==> src/rtl/mon_pkg.sv <==
package mon_pkg;
  localparam int unsigned RES_W  = 8;
  localparam int unsigned NUM_CH = 3;
  localparam int unsigned ADDR_W = 2;

  typedef logic [RES_W-1:0] res_t;

  typedef enum logic [ADDR_W-1:0] {
    ADR_SENSE  = 2'd0,
    ADR_SOURCE = 2'd1,
    ADR_AUX    = 2'd2,
    ADR_CTRL   = 2'd3
  } reg_addr_e;

  localparam int unsigned CTRL_TEST_BIT = 0;
endpackage

==> src/rtl/mon_rate_div.sv <==
module mon_rate_div #(
  parameter int unsigned DIV = 100
) (
  input  logic clk,
  input  logic rst_n,
  output logic tick
);
  localparam int unsigned CNT_W = (DIV > 1) ? $clog2(DIV) : 1;
  localparam logic [CNT_W-1:0] LAST = CNT_W'(DIV - 1);

  logic [CNT_W-1:0] cnt_q, cnt_d;

  always_comb begin
    tick  = (cnt_q == LAST);
    cnt_d = tick ? '0 : cnt_q + 1'b1;
  end

  always_ff @(posedge clk or negedge rst_n) begin
    if (!rst_n) cnt_q <= '0;
    else        cnt_q <= cnt_d;
  end
endmodule

==> src/rtl/mon_stage.sv <==
module mon_stage
  import mon_pkg::*;
#(
  parameter int unsigned NCH = NUM_CH
) (
  input  logic                   clk,
  input  logic                   rst_n,
  input  logic                   freeze,
  input  logic                   cap_valid,
  input  logic [ADDR_W-1:0]      cap_sel,
  input  res_t                   cap_data,
  output logic [NCH-1:0][RES_W-1:0] stage_q
);
  for (genvar g = 0; g < NCH; g++) begin : g_ch
    logic en;
    res_t d;
    always_comb begin
      en = cap_valid && !freeze && (cap_sel == ADDR_W'(g));
      d  = en ? cap_data : stage_q[g];
    end
    always_ff @(posedge clk or negedge rst_n) begin
      if (!rst_n) stage_q[g] <= '0;
      else        stage_q[g] <= d;
    end
  end
endmodule

==> src/rtl/mon_publish.sv <==
module mon_publish
  import mon_pkg::*;
#(
  parameter int unsigned NCH = NUM_CH
) (
  input  logic                      clk,
  input  logic                      rst_n,
  input  logic                      tick,
  input  logic                      freeze,
  input  logic [NCH-1:0][RES_W-1:0] stage_q,
  input  logic [NCH-1:0]            host_we,
  input  res_t                      host_wdata,
  output logic [NCH-1:0][RES_W-1:0] res_q,
  output logic [NCH-1:0]            pub_we
);
  localparam int unsigned IDX_W = (NCH > 1) ? $clog2(NCH) : 1;
  localparam logic [IDX_W-1:0] IDX_LAST = IDX_W'(NCH - 1);

  logic             active_q, active_d;
  logic [IDX_W-1:0] idx_q, idx_d;

  always_comb begin
    active_d = active_q;
    idx_d    = idx_q;
    if (freeze) begin
      active_d = 1'b0;
      idx_d    = '0;
    end else if (tick) begin
      active_d = 1'b1;
      idx_d    = '0;
    end else if (active_q) begin
      if (idx_q == IDX_LAST) begin
        active_d = 1'b0;
        idx_d    = '0;
      end else begin
        idx_d = idx_q + 1'b1;
      end
    end
  end

  always_ff @(posedge clk or negedge rst_n) begin
    if (!rst_n) begin
      active_q <= 1'b0;
      idx_q    <= '0;
    end else begin
      active_q <= active_d;
      idx_q    <= idx_d;
    end
  end

  for (genvar g = 0; g < NCH; g++) begin : g_res
    res_t d;
    always_comb begin
      pub_we[g] = active_q && !freeze && (idx_q == IDX_W'(g));
      if (pub_we[g])       d = stage_q[g];
      else if (host_we[g]) d = host_wdata;
      else                 d = res_q[g];
    end
    always_ff @(posedge clk or negedge rst_n) begin
      if (!rst_n) res_q[g] <= '0;
      else        res_q[g] <= d;
    end
  end
endmodule

==> src/rtl/mon_result_bank.sv <==
module mon_result_bank
  import mon_pkg::*;
#(
  parameter int unsigned CLK_HZ    = 200_000_000,
  parameter int unsigned UPDATE_HZ = 10
) (
  input  logic       clk,
  input  logic       rst_n,
  input  logic       cap_valid,
  input  logic [1:0] cap_sel,
  input  logic [7:0] cap_data,
  input  logic       host_wr,
  input  logic [1:0] host_addr,
  input  logic [7:0] host_wdata,
  output logic [7:0] host_rdata
);
  localparam int unsigned DIV = CLK_HZ / UPDATE_HZ;

  logic [1:0] rst_sync_q;
  logic       rst_sync_n;

  always_ff @(posedge clk or negedge rst_n) begin
    if (!rst_n) rst_sync_q <= '0;
    else        rst_sync_q <= {rst_sync_q[0], 1'b1};
  end
  assign rst_sync_n = rst_sync_q[1];

  logic test_q, test_d;
  always_comb begin
    test_d = test_q;
    if (host_wr && (host_addr == ADR_CTRL)) test_d = host_wdata[CTRL_TEST_BIT];
  end
  always_ff @(posedge clk or negedge rst_sync_n) begin
    if (!rst_sync_n) test_q <= 1'b0;
    else             test_q <= test_d;
  end

  logic [NUM_CH-1:0] host_we;
  for (genvar g = 0; g < NUM_CH; g++) begin : g_we
    assign host_we[g] = test_q && host_wr && (host_addr == ADDR_W'(g));
  end

  logic                         tick;
  logic [NUM_CH-1:0][RES_W-1:0] stage_q;
  logic [NUM_CH-1:0][RES_W-1:0] res_q;
  logic [NUM_CH-1:0]            pub_we;

  mon_rate_div #(.DIV(DIV)) div_i (
    .clk   (clk),
    .rst_n (rst_sync_n),
    .tick  (tick)
  );

  mon_stage #(.NCH(NUM_CH)) stage_i (
    .clk       (clk),
    .rst_n     (rst_sync_n),
    .freeze    (test_q),
    .cap_valid (cap_valid),
    .cap_sel   (cap_sel),
    .cap_data  (cap_data),
    .stage_q   (stage_q)
  );

  mon_publish #(.NCH(NUM_CH)) pub_i (
    .clk        (clk),
    .rst_n      (rst_sync_n),
    .tick       (tick),
    .freeze     (test_q),
    .stage_q    (stage_q),
    .host_we    (host_we),
    .host_wdata (host_wdata),
    .res_q      (res_q),
    .pub_we     (pub_we)
  );

  always_comb begin
    case (host_addr)
      ADR_SENSE:  host_rdata = res_q[0];
      ADR_SOURCE: host_rdata = res_q[1];
      ADR_AUX:    host_rdata = res_q[2];
      default:    host_rdata = {{(RES_W-1){1'b0}}, test_q};
    endcase
  end
endmodule

==> config.mk <==
export PLATFORM = sky130hd
export DESIGN_NAME = mon_result_bank
export DESIGN_NICKNAME = d
export VERILOG_FILES = /design/src/rtl/mon_pkg.sv /design/src/rtl/mon_rate_div.sv /design/src/rtl/mon_stage.sv /design/src/rtl/mon_publish.sv /design/src/rtl/mon_result_bank.sv
export SDC_FILE = /design/constraint.sdc
export NUM_CORES = 1
export LEC_CHECK = 0
export BUFFER_PORTS_ARGS = -buffer_cell sky130_fd_sc_hd__buf_4
export CORE_UTILIZATION = 53
export DETAILED_ROUTE_END_ITERATION = 7
export PLACE_DENSITY = 0.86
export REMOVE_ABC_BUFFERS = 1
export SETUP_SLACK_MARGIN = 0.1
export SYNTH_ARGS = -nofsm -noshare
export SYNTH_HDL_FRONTEND = slang
export SYNTH_SLANG_ARGS = --single-unit
export TNS_END_PERCENT = 1
==> constraint.sdc <==
create_clock -name clk -period 2.4 [get_ports clk]
set_input_delay 0.48 -clock clk [delete_from_list [all_inputs] [get_ports clk]]
set_output_delay 0.48 -clock clk [all_outputs]
set_load 0.01 [all_outputs]
Yosys cells after proc, flatten, opt, wreduce, memory -nomap -nowiden --
Index checks and enable logic that the tools add are counted.
Cells by class: eq/ne operators 8, mux-type cells 16, reductions and logical operators 21, $add $sub $neg 2
Operators by type and width (count):
- 8-bit two-way mux | 6
- 25-bit by 1-bit adder with 25-bit output, second input constant | 1
- 25-bit equality test, second input constant | 1
- 25-bit two-way mux | 1
- 8-bit one-hot mux with 3 select lines | 1
- 1-bit logical AND | 13
- 2-bit equality test, second input constant | 4
- 2-bit two-way mux | 4
- 2-bit by 1-bit equality test with 1-bit output, second input constant | 3
- 2-bit logical NOT | 3
- 2-bit nonzero test | 3
- 1-bit two-way mux | 4
- 3-bit nonzero test | 1
- 2-bit by 1-bit adder with 2-bit output, second input constant | 1
- 1-bit logical NOT | 1
Word-level totals: logic and storage cells 58, register bits 79, input bits 24, output and inout port bits 8

Longest topological paths before layout --
Gate-level depths: netlist of the first run.
depth after elaboration 5, gate-level depth with buffers 7, mapped depth without buffers 5

By module --
Synthesis of the first run repeated with hierarchy kept, for this count alone.
Second synthesis, totals: cells, all modules 313, area total of the unflattened synthesis 3831.2 µm²
By module, submodules not included:
- mon_publish | cells an instance 119, area an instance 1306.3 µm², instances 1
- mon_rate_div | cells an instance 112, area an instance 1277.5 µm², instances 1
- mon_stage | cells an instance 53, area an instance 929.6 µm², instances 1
- mon_result_bank | cells an instance 29, area an instance 317.8 µm², instances 1

Least setup slack after synthesis of the first run --
No wires, ideal clock.
path kind flip-flop to flip-flop, start register div_i.cnt_q[8], end register div_i.cnt_q[1], setup slack 0.392 ns, cell stages (with the launch flop) 5, arrival time 1.889 ns, library setup time 0.119 ns, path through dfrtp_1 -> or4b_1 -> or4_4 -> or3_1 -> and2_1
On the way: word-level cells in the longest chain between the ends 2
RTL lines:
- from (decl) | RTL line mon_rate_div.sv:11 | logic [CNT_W-1:0] cnt_q, cnt_d;
- from (signal assigned) | RTL line mon_rate_div.sv:20 | else cnt_q <= cnt_d;
- 25-bit equality test | RTL line mon_rate_div.sv:14 | tick = (cnt_q == LAST);
- 25-bit two-way mux | RTL line mon_rate_div.sv:15 | cnt_d = tick ? '0 : cnt_q + 1'b1;
- named net div_i.cnt_d[1] | RTL line mon_rate_div.sv:11
The timed path passes the listed nets, and every way through them passes these cells. A chain may end at the register's enable or synchronous reset.

Final worst setup path of the first run --
Ends and elaborated chain as after synthesis.

==> results.md, run 1 <==
* Asr flop ratio synth at 100.0%
* PostCTS Resize Cnt at 0
* Post-Syn Area at 0.003591 mm2
* Nets@finish at around 390
* Adder-Cell Fraction of Synth Area at less than 1%
* Startpoint Class: register
* Die Y at 84.31 um
* Crit path max fanout at 7
* First-pass GRT wire length at around 14 mm
* # port buffers at 31
* Placed cells at 434
* Sequential share of power at a little over half
* Post-Synthesis Cells at 324
* Setup CP Type: register to register
* Io pins at 32
* Syn_area_per_cell at 11.08 um2
* Largest family of logic cells by synthesized area: simple AND/OR/NAND/NOR gates
* Finished Layout Cells at about 450
* FF-to-FF End: div_i.cnt_q[1]
* Leak Pwr at 0.001890 uW
* Net Sw Frac at 26.95%
* PnR Total Power at ~3400 uW
* Failing checks: design-rule violations
* Setup_tns at 0 ns
* Clk buf depth at 2
* Final hold viol count at 0
* Wirelength per Cell at around 18 um
* FF-to-FF setup slack at a little under 0.3 ns
* Routed Antenna Nets at 0
* WL final at ~8 mm
* Pin count of the biggest net entering global routing at 35
* Clock Sinks at 79
* Rel. slew slack at a little under a third
* Via-to-Cell Ratio at about 6
* Row Count at 29
* Synth cell types at 42
* Final min period at about 2.1 ns
* Post-synthesis mux area share at 12.65%
* RSZ-0062 raised after global routing: no
* Clock share of power at between 30% and 40%
* Simple-Gate Fraction of Synth Area at 14.39%
* Num CTS Buffers at 9
* Measured slew at the worst slew-check pin at slightly above 1 ns
* CP endpoint kind: register
* Skew-Pair Late Insertion Delay at 0.36 ns
* Starting Density at around 56%
* Peak VDD IR at 474.7 uV
* Area growth syn-to-layout at 17.00%
* Power per Cell Area at between 800 and 900 mW/mm2
* Syn. warnings at 0
* Synth Flop Type: dfrtp_1
* Sequential cell area fraction in the yosys report at a little under three fifths
* Synth Area in Compound Gates at ~10%
* Worst Reg-to-Reg Cells at 4
* Die width at roughly 84 um
* DRC viols at 8
* Logic gate share of total power at ~16%
* Max Fclk at roughly 470 MHz
* GRT Util Overall at approximately 25%
* Root buf cell: clkbuf_8
* Die area at around 0.007 mm2
* Post-CTS Setup Inserts at 0
* Seq cells post-synth at 79
* Yosys top cell area share at a little under three fifths
* Starting DRT DRC Count at around 170
* RD Place Congestion at roughly 0.85
* Critical Path RT at approximately 2.7 ns
* Vias at 2665
* Psw at 920.7 uW
* Worst r2r src: div_i.cnt_q[8]
* First-pass detailed-route iteration total at 6
* Setup Viol. Count Final at 0
* CTS tree: done
* Core area at between 0.006 and 0.007 mm2
* Layout fillers at around 490
* Post-synth top area cell: dfrtp_1
* Vias in the first global route at 2808
* Worst hold path class: register to asynchronous set/reset pin
* Most frequent cell after synthesis: dfrtp_1
* Post-synthesis xor/xnor area fraction at just over 4%
* Maxcap violations at 0
* Max Transition Viols Final at 0
* Commonest cells in the netlist: dfrtp_1 (79), o21ai_0 (32), mux2_2 (23)
* Grt total ovfl at 0
* Int Power at 2496 uW
* H-tree levels at 3
* Detailed Place HPWL at 5.709 mm
* Clock transition at the registers of the reported paths at 0.08 ns
* Run status: complete, but fails checks
* Critical path arrival at 2.36 ns
* Antenna violations before repair at 0
* Ant. Diodes at 0
* Skew final at between 0.01 and 0.015 ns
* Top post-synthesis cells by area: dfrtp_1 (55%), mux2_2 (7.2%), o21ai_0 (4.5%)
* Hold_buf cts at 1
* Layout cells sized above 1 at 23.80%
* Number of synthesized flops with an enable pin at 0
* Period Utilization, post-route at between 80% and 90%
worst max-delay path by stage:
stage / end / startpoint / slack [ns] / depth (start not counted)
after global routing: pub_i.res_q[12] / test_q / 0.21 / 4
after floorplan: div_i.cnt_q[0] / rst_sync_q[1] / 0.04 / 0
after global placement: div_i.cnt_q[1] / div_i.cnt_q[8] / 0.35 / 4
after detailed placement: div_i.cnt_q[1] / div_i.cnt_q[8] / 0.30 / 4
final: div_i.cnt_q[1] / div_i.cnt_q[8] / 0.29 / 4
after CTS: div_i.cnt_q[1] / div_i.cnt_q[8] / 0.29 / 4
state kept, by name (all words and copies together), names as in the netlist:
signal	count
div_i.cnt_q	25
pub_i.res_q	24
stage_i.stage_q	24
pub_i.idx_q	2
rst_sync_q	2
pub_i.active_q	1
test_q	1
through the flow:
step	setup WS [ns]	hold slack [ns]	util, %	instance area, um2
2_1_floorplan	0.03690	0.1844	-	3553
3_3_place_gp	0.3514	0.2282	61.60	3979
3_5_place_dp	0.3022	0.2336	61.60	3979
4_1_cts	0.2948	0.2467	65.05	4202
5_1_grt	0.2085	0.2791	65.05	4202
6_report	0.2906	0.2354	65.05	4202
cell type report:
type	count	area, um2	share of cell area (%)
flip-flops and latches	79	1978	47.08
multi-input cells	217	1505	35.82
repair buffers	43	337.8	8.040
clock buffers	11	131.4	3.127
well taps	77	96.34	2.293
clock inverters	5	81.33	1.936
inverters	19	71.32	1.697
power by group through the flow:
stage / Clock (uW) / Combinational [uW] / Sequential (uW)
floorplan: 0 / 337 / 1760
global placement: 0 / 499 / 1810
detailed placement: 0 / 533 / 1830
CTS: 1080 / 539 / 1810
global route: 1140 / 600 / 1840
finish: 1070 / 536 / 1810
routing by layer:
metal,track usage [%],part of all wire [%],routed length (um)
met2,43.00,52,4163
met5,0,0,0
met4,8.777,1.7,139
met1,30.39,41,3268
met3,6.195,5.2,414
layout by cell type (no fill, tap or decap), types with 4 or more instances in the layout:
cell	instances
inv_1	19
xor2_1	4
nor3_1	6
mux2i_1	15
nand3_1	14
a22oi_1	16
dfrtp_1	78
nor2_1	16
nand2_1	22
nand4_1	9
clkbuf_8	9
buf_4	41
o21ai_0	32
mux2_2	23
xnor2_1	13
a21oi_1	7
cell families (layout without fill, tap and decap cells):
logic type,after synthesis,after routing
fa+ha+maj,1,1
mux,41,41
xor+xnor,17,17
compound gates,62,62
other cells,1,1
buf+inv,28,78
simple gates,95,95
flops,79,79
worst max-delay path, cell delays in order (launching register included):
cell and delay [ns]:
dfrtp_1 0.44, or4b_1 0.54, or4_4 0.47, or3_1 0.40, and2_1 0.16
Power figures use the tool's default switching activity.
==> run 2: changes to the inputs <==
ABC_AREA = 1   (was not set)
CORE_UTILIZATION = 54   (was 53)
PLACE_DENSITY = 0.87   (was 0.86)
==> run 2 against run 1 <==
Against the previous run:
- the run now ends clean
- synthesized cell count rose by 49%
- non-clock buffer count down 9
- sequential share of layout area decreased by 3.0 points
- core utilization is 0.28 points higher
- critical endpoint is now host_rdata[3]
==> results.md, run 2 <==
* Worst Reg-to-Reg Cells at 3
* FF-to-FF setup slack at slightly below 0.8 ns
* Sequential cell area fraction in the yosys report at 50.67%
* Adder-Cell Fraction of Synth Area at less than 1%
* Commonest non-fill, non-tap cells in the layout: nand2_1 (125), dfrtp_1 (78), inv_1 (65), nor2_1 (51), buf_4 (32)
* Worst Hold Slack at between 0.2 and 0.3 ns
* CP endpoint kind: output port
* WL final at 8.861 mm
* Pre-CTS WS at between 0.5 and 0.6 ns
* Largest family of logic cells by synthesized area: simple AND/OR/NAND/NOR gates
* Period Utilization, post-route at between 80% and 90%
* Critical path arrival at around 1.5 ns
* Area growth syn-to-layout at 15.04%
* Most frequent cell after synthesis: nand2_1
* Grt total ovfl at 0
* Top post-synthesis cells by area: dfrtp_1 (51%), nand2_1 (12%), inv_1 (6.3%)
* Die Y at 87.00 um
* Layout cells sized above 1 at between 15 and 20%
* Setup CP Type: primary input to output port
* Skew final at roughly 0.012 ns
* Final WS setup at around 0.47 ns
* Most common cell after layout, fill and taps aside: nand2_1
* CP startpoint: host_addr[0]
* Routed Antenna Nets at 0
* Post-synthesis xor/xnor area fraction at 2.694%
* Critical Path RT at 1.92 ns
* Yosys top cell area share at 50.67%
* Core area at around 0.0069 mm2
* Startpoint Class: primary input
* Seq cells post-synth at between 70 and 80
* Largest register FFs at 25
* Ant. Diodes at 0
* Pin count of the biggest net entering global routing at 78
* Peak VDD IR at between 400 and 500 uV
* Wirelength per Cell at between 10 and 15 um
* Final min period at between 1.5 and 2 ns
* Top register by number of flip-flops: div_i.cnt_q
* Commonest cells in the netlist: nand2_1 (125), dfrtp_1 (79), inv_1 (65)
* Antenna violations before repair at 0
* # port buffers at 31
* H-tree levels at 3
* Number of synthesized flops with an enable pin at 0
* Clock Sinks at ~80
* Post-Syn Area at 0.003901 mm2
* Run status: finished clean
* GRT Util Overall at 25.61%
* Measured slew at the worst slew-check pin at approximately 0.51 ns
* Met3 Use GR at under 10%
* Power per Cell Area at approximately 760 mW/mm2
* Worst hold path class: register to asynchronous set/reset pin
* Worst r2r src: test_q
* Crit path max fanout at 7
* RD Place Congestion at 0.9200
* Max Fclk at 519.5 MHz
* Post-synthesis mux area share at 0%
* Placement Cell Area at around 0.0042 mm2
* Worst-path cell chain: buf_4, inv_1, nor2_1, inv_1, o221ai_1, buf_4
* CP peak stage delay at approximately 0.27 ns
* Die width at approximately 87 um
* Starting Density at between 50% and 60%
* Fin area at approximately 0.0045 mm2
* Synth Flop Type: dfrtp_1
* Setup Viol. Count Final at 0
* Simple-Gate Fraction of Synth Area at 26.56%
* CTS tree: done
* Starting DRT DRC Count at between 300 and 400
* Synth cell types at 27
* Row Count at 30
* Asr flop ratio synth at 100.0%
* Hold_buf cts at 1
* Leak Pwr at approximately 0.0022 uW
* Setup_tns at 0 ns
* Post-Synthesis Cells at approximately 480
* Num CTS Buffers at 9
* Syn. warnings at 0
* Syn_area_per_cell at roughly 8.1 um2
* Root buf cell: clkbuf_8
* Post-CTS Setup Inserts at 0
* PostCTS Resize Cnt at 0
* Vias at around 3300
* Clock transition at the registers of the reported paths at around 0.08 ns
* Top Registers: div_i.cnt_q: 25 flops, pub_i.res_q: 24 flops, stage_i.stage_q: 24 flops
* Rel. slew slack at about two thirds
* Io pins at 32
* WP buf/inv at 4
* Synth Area in Compound Gates at roughly an eighth
* Met2 usage at a little under two fifths
* Maxcap violations at 0
* Skew-Pair Late Insertion Delay at approximately 0.35 ns
* Met1 Use GR at a little under two fifths
* DRC viols at 0
* Via-to-Cell Ratio at around 5.4
* Nets@finish at around 550
* Die area at between 0.007 and 0.008 mm2
* Max Transition Viols Final at 0
* Crit path max-delay family: buffers and inverters
* Clk buf depth at 2
* FF-to-FF End: stage_i.stage_q[10]
* RSZ-0062 raised after global routing: no
* Critical Path Slowest Stage Cell: o221ai_1
* Final hold viol count at 0
* Vias in the first global route at around 3100
* Post-synth top area cell: dfrtp_1
* First-pass detailed-route iteration total at 6
* Busiest metal layer after global routing: met2
* First-pass GRT wire length at about 15 mm
* Detailed Place HPWL at roughly 6.4 mm
[run 2: routing by layer]
metal / up-vias / routed length (um)
met5: - / 0
met4: 0 / 193
met3: 21 / 472
li1: 1619 / -
met1: 1569 / 4187
met2: 135 / 4006
[run 2: how the worst max path moves through the flow]
stage	cells past startpoint	to	slack [ns]
after global routing	6	host_rdata[3]	0.43
after global placement	5	host_rdata[5]	0.61
final	6	host_rdata[3]	0.47
after floorplan	0	div_i.cnt_q[0]	0.04
after CTS	6	host_rdata[3]	0.54
after detailed placement	6	host_rdata[3]	0.54
[run 2: kinds of logic after synthesis]
kind of cell | Yosys count
buffers and inverters | 77
adder cells (fa/ha/maj) | 1
XOR/XNOR | 12
AND/OR/NAND/NOR | 235
flip-flops | 79
AO/OA/AOI/OAI | 77
other | 1
[run 2: area by class of cell]
| type | count | area [um2] |
|---|---|---|
| Tap cell | 96 | 120.1 |
| Timing Repair Buffer | 34 | 270.3 |
| Clock inverter | 5 | 86.33 |
| Multi-Input combinational cell | 326 | 1615 |
| Sequential cell | 79 | 1978 |
| Inverter | 71 | 266.5 |
| Clock buffer | 11 | 151.4 |
| Fill cell | 574 | 2381 |
[run 2: per-stage QoR]
stage	std cells	total power, uW	util [%]
floorplan	476	2043	-
global placement	605	2244	61.73
detailed placement	605	2283	61.73
CTS	622	3432	65.34
global route	622	3584	65.34
finish	622	3429	65.34
[run 2: worst register-to-register path, cell delays in order, from the launching register on]
cell     delay [ns]
dfrtp_1        0.47
nor2_2         0.26
nand3_1        0.42
o21ai_0        0.38
[run 2: where the power goes]
part           internal [uW]  switching [uW]  leakage (uW)
registers               1580             154       0.00102
logic                    240             306       0.00106
clock network            652             493      0.000121
==> run 3: changes to the inputs <==
ABC_AREA = 0   (was 1)
CORE_UTILIZATION = 59   (was 54)
PLACE_DENSITY = 0.9   (was 0.87)
clock period = 1.85 ns   (was 2.4 ns; I/O delays follow)
==> run 3 against run 2 <==
Against the previous run:
- the flow now finishes with violations (negative setup slack)
- first-iteration DRC count is 22% lower
- core utilization increased by 8.5 points
- clock power grew 11%
- count of clock-buffer cells in the layout is the same
- sequential power up 33%
- critical endpoint is now div_i.cnt_q[1]
- cell count shrank 25%
- die area fell by 15%
- via count shrank 16%
- routed wire length is 10% lower
==> results.md, run 3 (same netlist as run 1, synthesis figures left out) <==
* Peak VDD IR at 565.6 uV
* Detailed Place HPWL at between 5 and 6 mm
* Final WS setup at -0.2163 ns
* Ant. Diodes at 0
* CP startpoint: div_i.cnt_q[8]
* Nets@finish at a little over 400
* CP peak stage delay at approximately 0.53 ns
* Startpoint Class: register
* FF-to-FF setup slack at -0.22 ns
* Die Y at around 80 um
* Run status: complete, but fails checks
* Crit path max-delay family: simple AND/OR/NAND/NOR gates
* Clock Sinks at 79
* Commonest non-fill, non-tap cells in the layout: dfrtp_1 (77), buf_4 (55), o21ai_0 (31), mux2_2 (23), nand2_1 (22)
* Setup CP Type: register to register
* Placed cells at around 450
* Power per Cell Area at slightly below 1000 mW/mm2
* Starting DRT DRC Count at around 280
* H-tree levels at 3
* Fin util at ~74%
* Critical Path Slowest Stage Cell: or4b_1
* Max Fclk at between 400 and 500 MHz
* First-pass detailed-route iteration total at 4
* FF-to-FF End: div_i.cnt_q[1]
* Skew final at roughly 0.011 ns
* Maxcap violations at 0
* CTS tree: done
* WP buf/inv at 0
* # port buffers at 31
* Crit path max fanout at 4
* Failing checks: negative setup slack
* Num CTS Buffers at 9
* GRT Util Overall at a little over a quarter
* Period Utilization, post-route at 111.7%
* Vias at ~2800
* Row Count at 28
* Routed Antenna Nets at 0
* Finished Layout Cells at 465
* RD Place Congestion at about 0.85
* Critical path arrival at 2.30 ns
* Clock transition at the registers of the reported paths at 0.08 ns
* Max Transition Viols Final at 0
* Largest register FFs at 25
* Worst r2r src: div_i.cnt_q[8]
* Crit path capture: div_i.cnt_q[1]
* Pre-CTS WS at -0.1777 ns
* Root buf cell: clkbuf_8
* Grt total ovfl at 0
* Wirelength per Cell at 17.12 um
* Top register by number of flip-flops: div_i.cnt_q
* Worst-path cell chain: or4b_1, or4_4, or3_4, and2_4
* Leak Pwr at roughly 0.0020 uW
* Antenna violations before repair at 0
* Layout cells sized above 1 at between 20% and 30%
* DRC viols at 0
* Pin count of the biggest net entering global routing at 78
* Final hold viol count at 0
* RSZ-0062 raised after global routing: yes
* Via-to-Cell Ratio at about 6.0
* Setup Viol. Count Final at 15
* Io pins at 32
* Clk buf depth at 2
* Worst hold path class: primary input to register
* Critical Path RT at ~2.1 ns
* Area growth syn-to-layout at 20.98%
* Layout fillers at approximately 400
* Top Registers: div_i.cnt_q: 25 flops, pub_i.res_q: 24 flops, stage_i.stage_q: 24 flops
* Skew-Pair Late Insertion Delay at ~0.35 ns
* Final min period at 2.066 ns
* CP endpoint kind: register
* WL final at around 8.0 mm
* Die area at ~0.0064 mm2
* Vias in the first global route at between 2000 and 3000
* Die width at about 80 um
* Most common cell after layout, fill and taps aside: dfrtp_1
* Starting Density at approximately three fifths
* Worst Reg-to-Reg Cells at 4
* First-pass GRT wire length at approximately 13 mm
* Levels on crit path at 4
* Core area at 0.005886 mm2
## run 3: cell types whose count changed in the layout (fill, tap and decap cells not counted), sizes merged, moves of 7 or more
cell / change
nand3: -11
o221ai: -12
mux2: +25
a22oi: +16
xnor2: +10
o211ai: -11
nand2: -109
buf: +25
nand4: +7
nor2: -55
mux2i: +15
o21ai: -18
inv: -54
## run 3: where the power goes
part	switching (uW)	internal [uW]	leakage [uW]
Combinational	316	391	0.000889
Sequential	225	2100	0.000988
Clock	619	660	0.0000955
## run 3: final cells by class
class / instances / area (um2) / area share [%]
clock inverters: 5 / 58.81 / 1.354
repair buffers: 59 / 474.2 / 10.92
flip-flops and latches: 79 / 1979 / 45.56
clock buffers: 11 / 141.4 / 3.255
multi-input cells: 217 / 1525 / 35.11
inverters: 19 / 71.32 / 1.642
well taps: 75 / 93.84 / 2.160
## run 3: repair_timing
item,in CTS,in global routing
endpoints found under the setup margin,16,23
hold buffers,1,0
gates cloned,0,0
pin swaps,0,2
hold endpoints to repair,2,0
buffers inserted,0,1
resized for setup,3,6
## run 3: layer usage
layer	GRT usage, %	wire (um)	vias to the layer above
met1	33.90	3161	1406
met5	0	0	-
met4	13.21	237	0
met2	45.98	4176	90
met3	5.371	385	22
li1	-	-	1275
## run 3: per-stage QoR
stage	instance area (um2)	TNS (ns)	power (uW)	hold slack, ns
detailed placement	4101	-1.063	3036	0.1541
CTS	4322	-1.302	4336	0.2459
finish	4344	-1.660	4308	0.2654
floorplan	3553	-42.20	2724	0.07441
global route	4344	-2.557	4520	0.2589
global placement	4101	-0.5143	2970	0.1523
## run 3: worst min path at each step
stage / from / end / cells after the start
after CTS: cap_data[0] / stage_i.stage_q[16] / 2
after detailed placement: rst_n / rst_sync_q[0] / 1
after global placement: rst_n / rst_sync_q[0] / 1
after floorplan: rst_n / rst_sync_q[0] / 0
after global routing: cap_data[0] / stage_i.stage_q[16] / 2
final: cap_data[0] / stage_i.stage_q[16] / 2
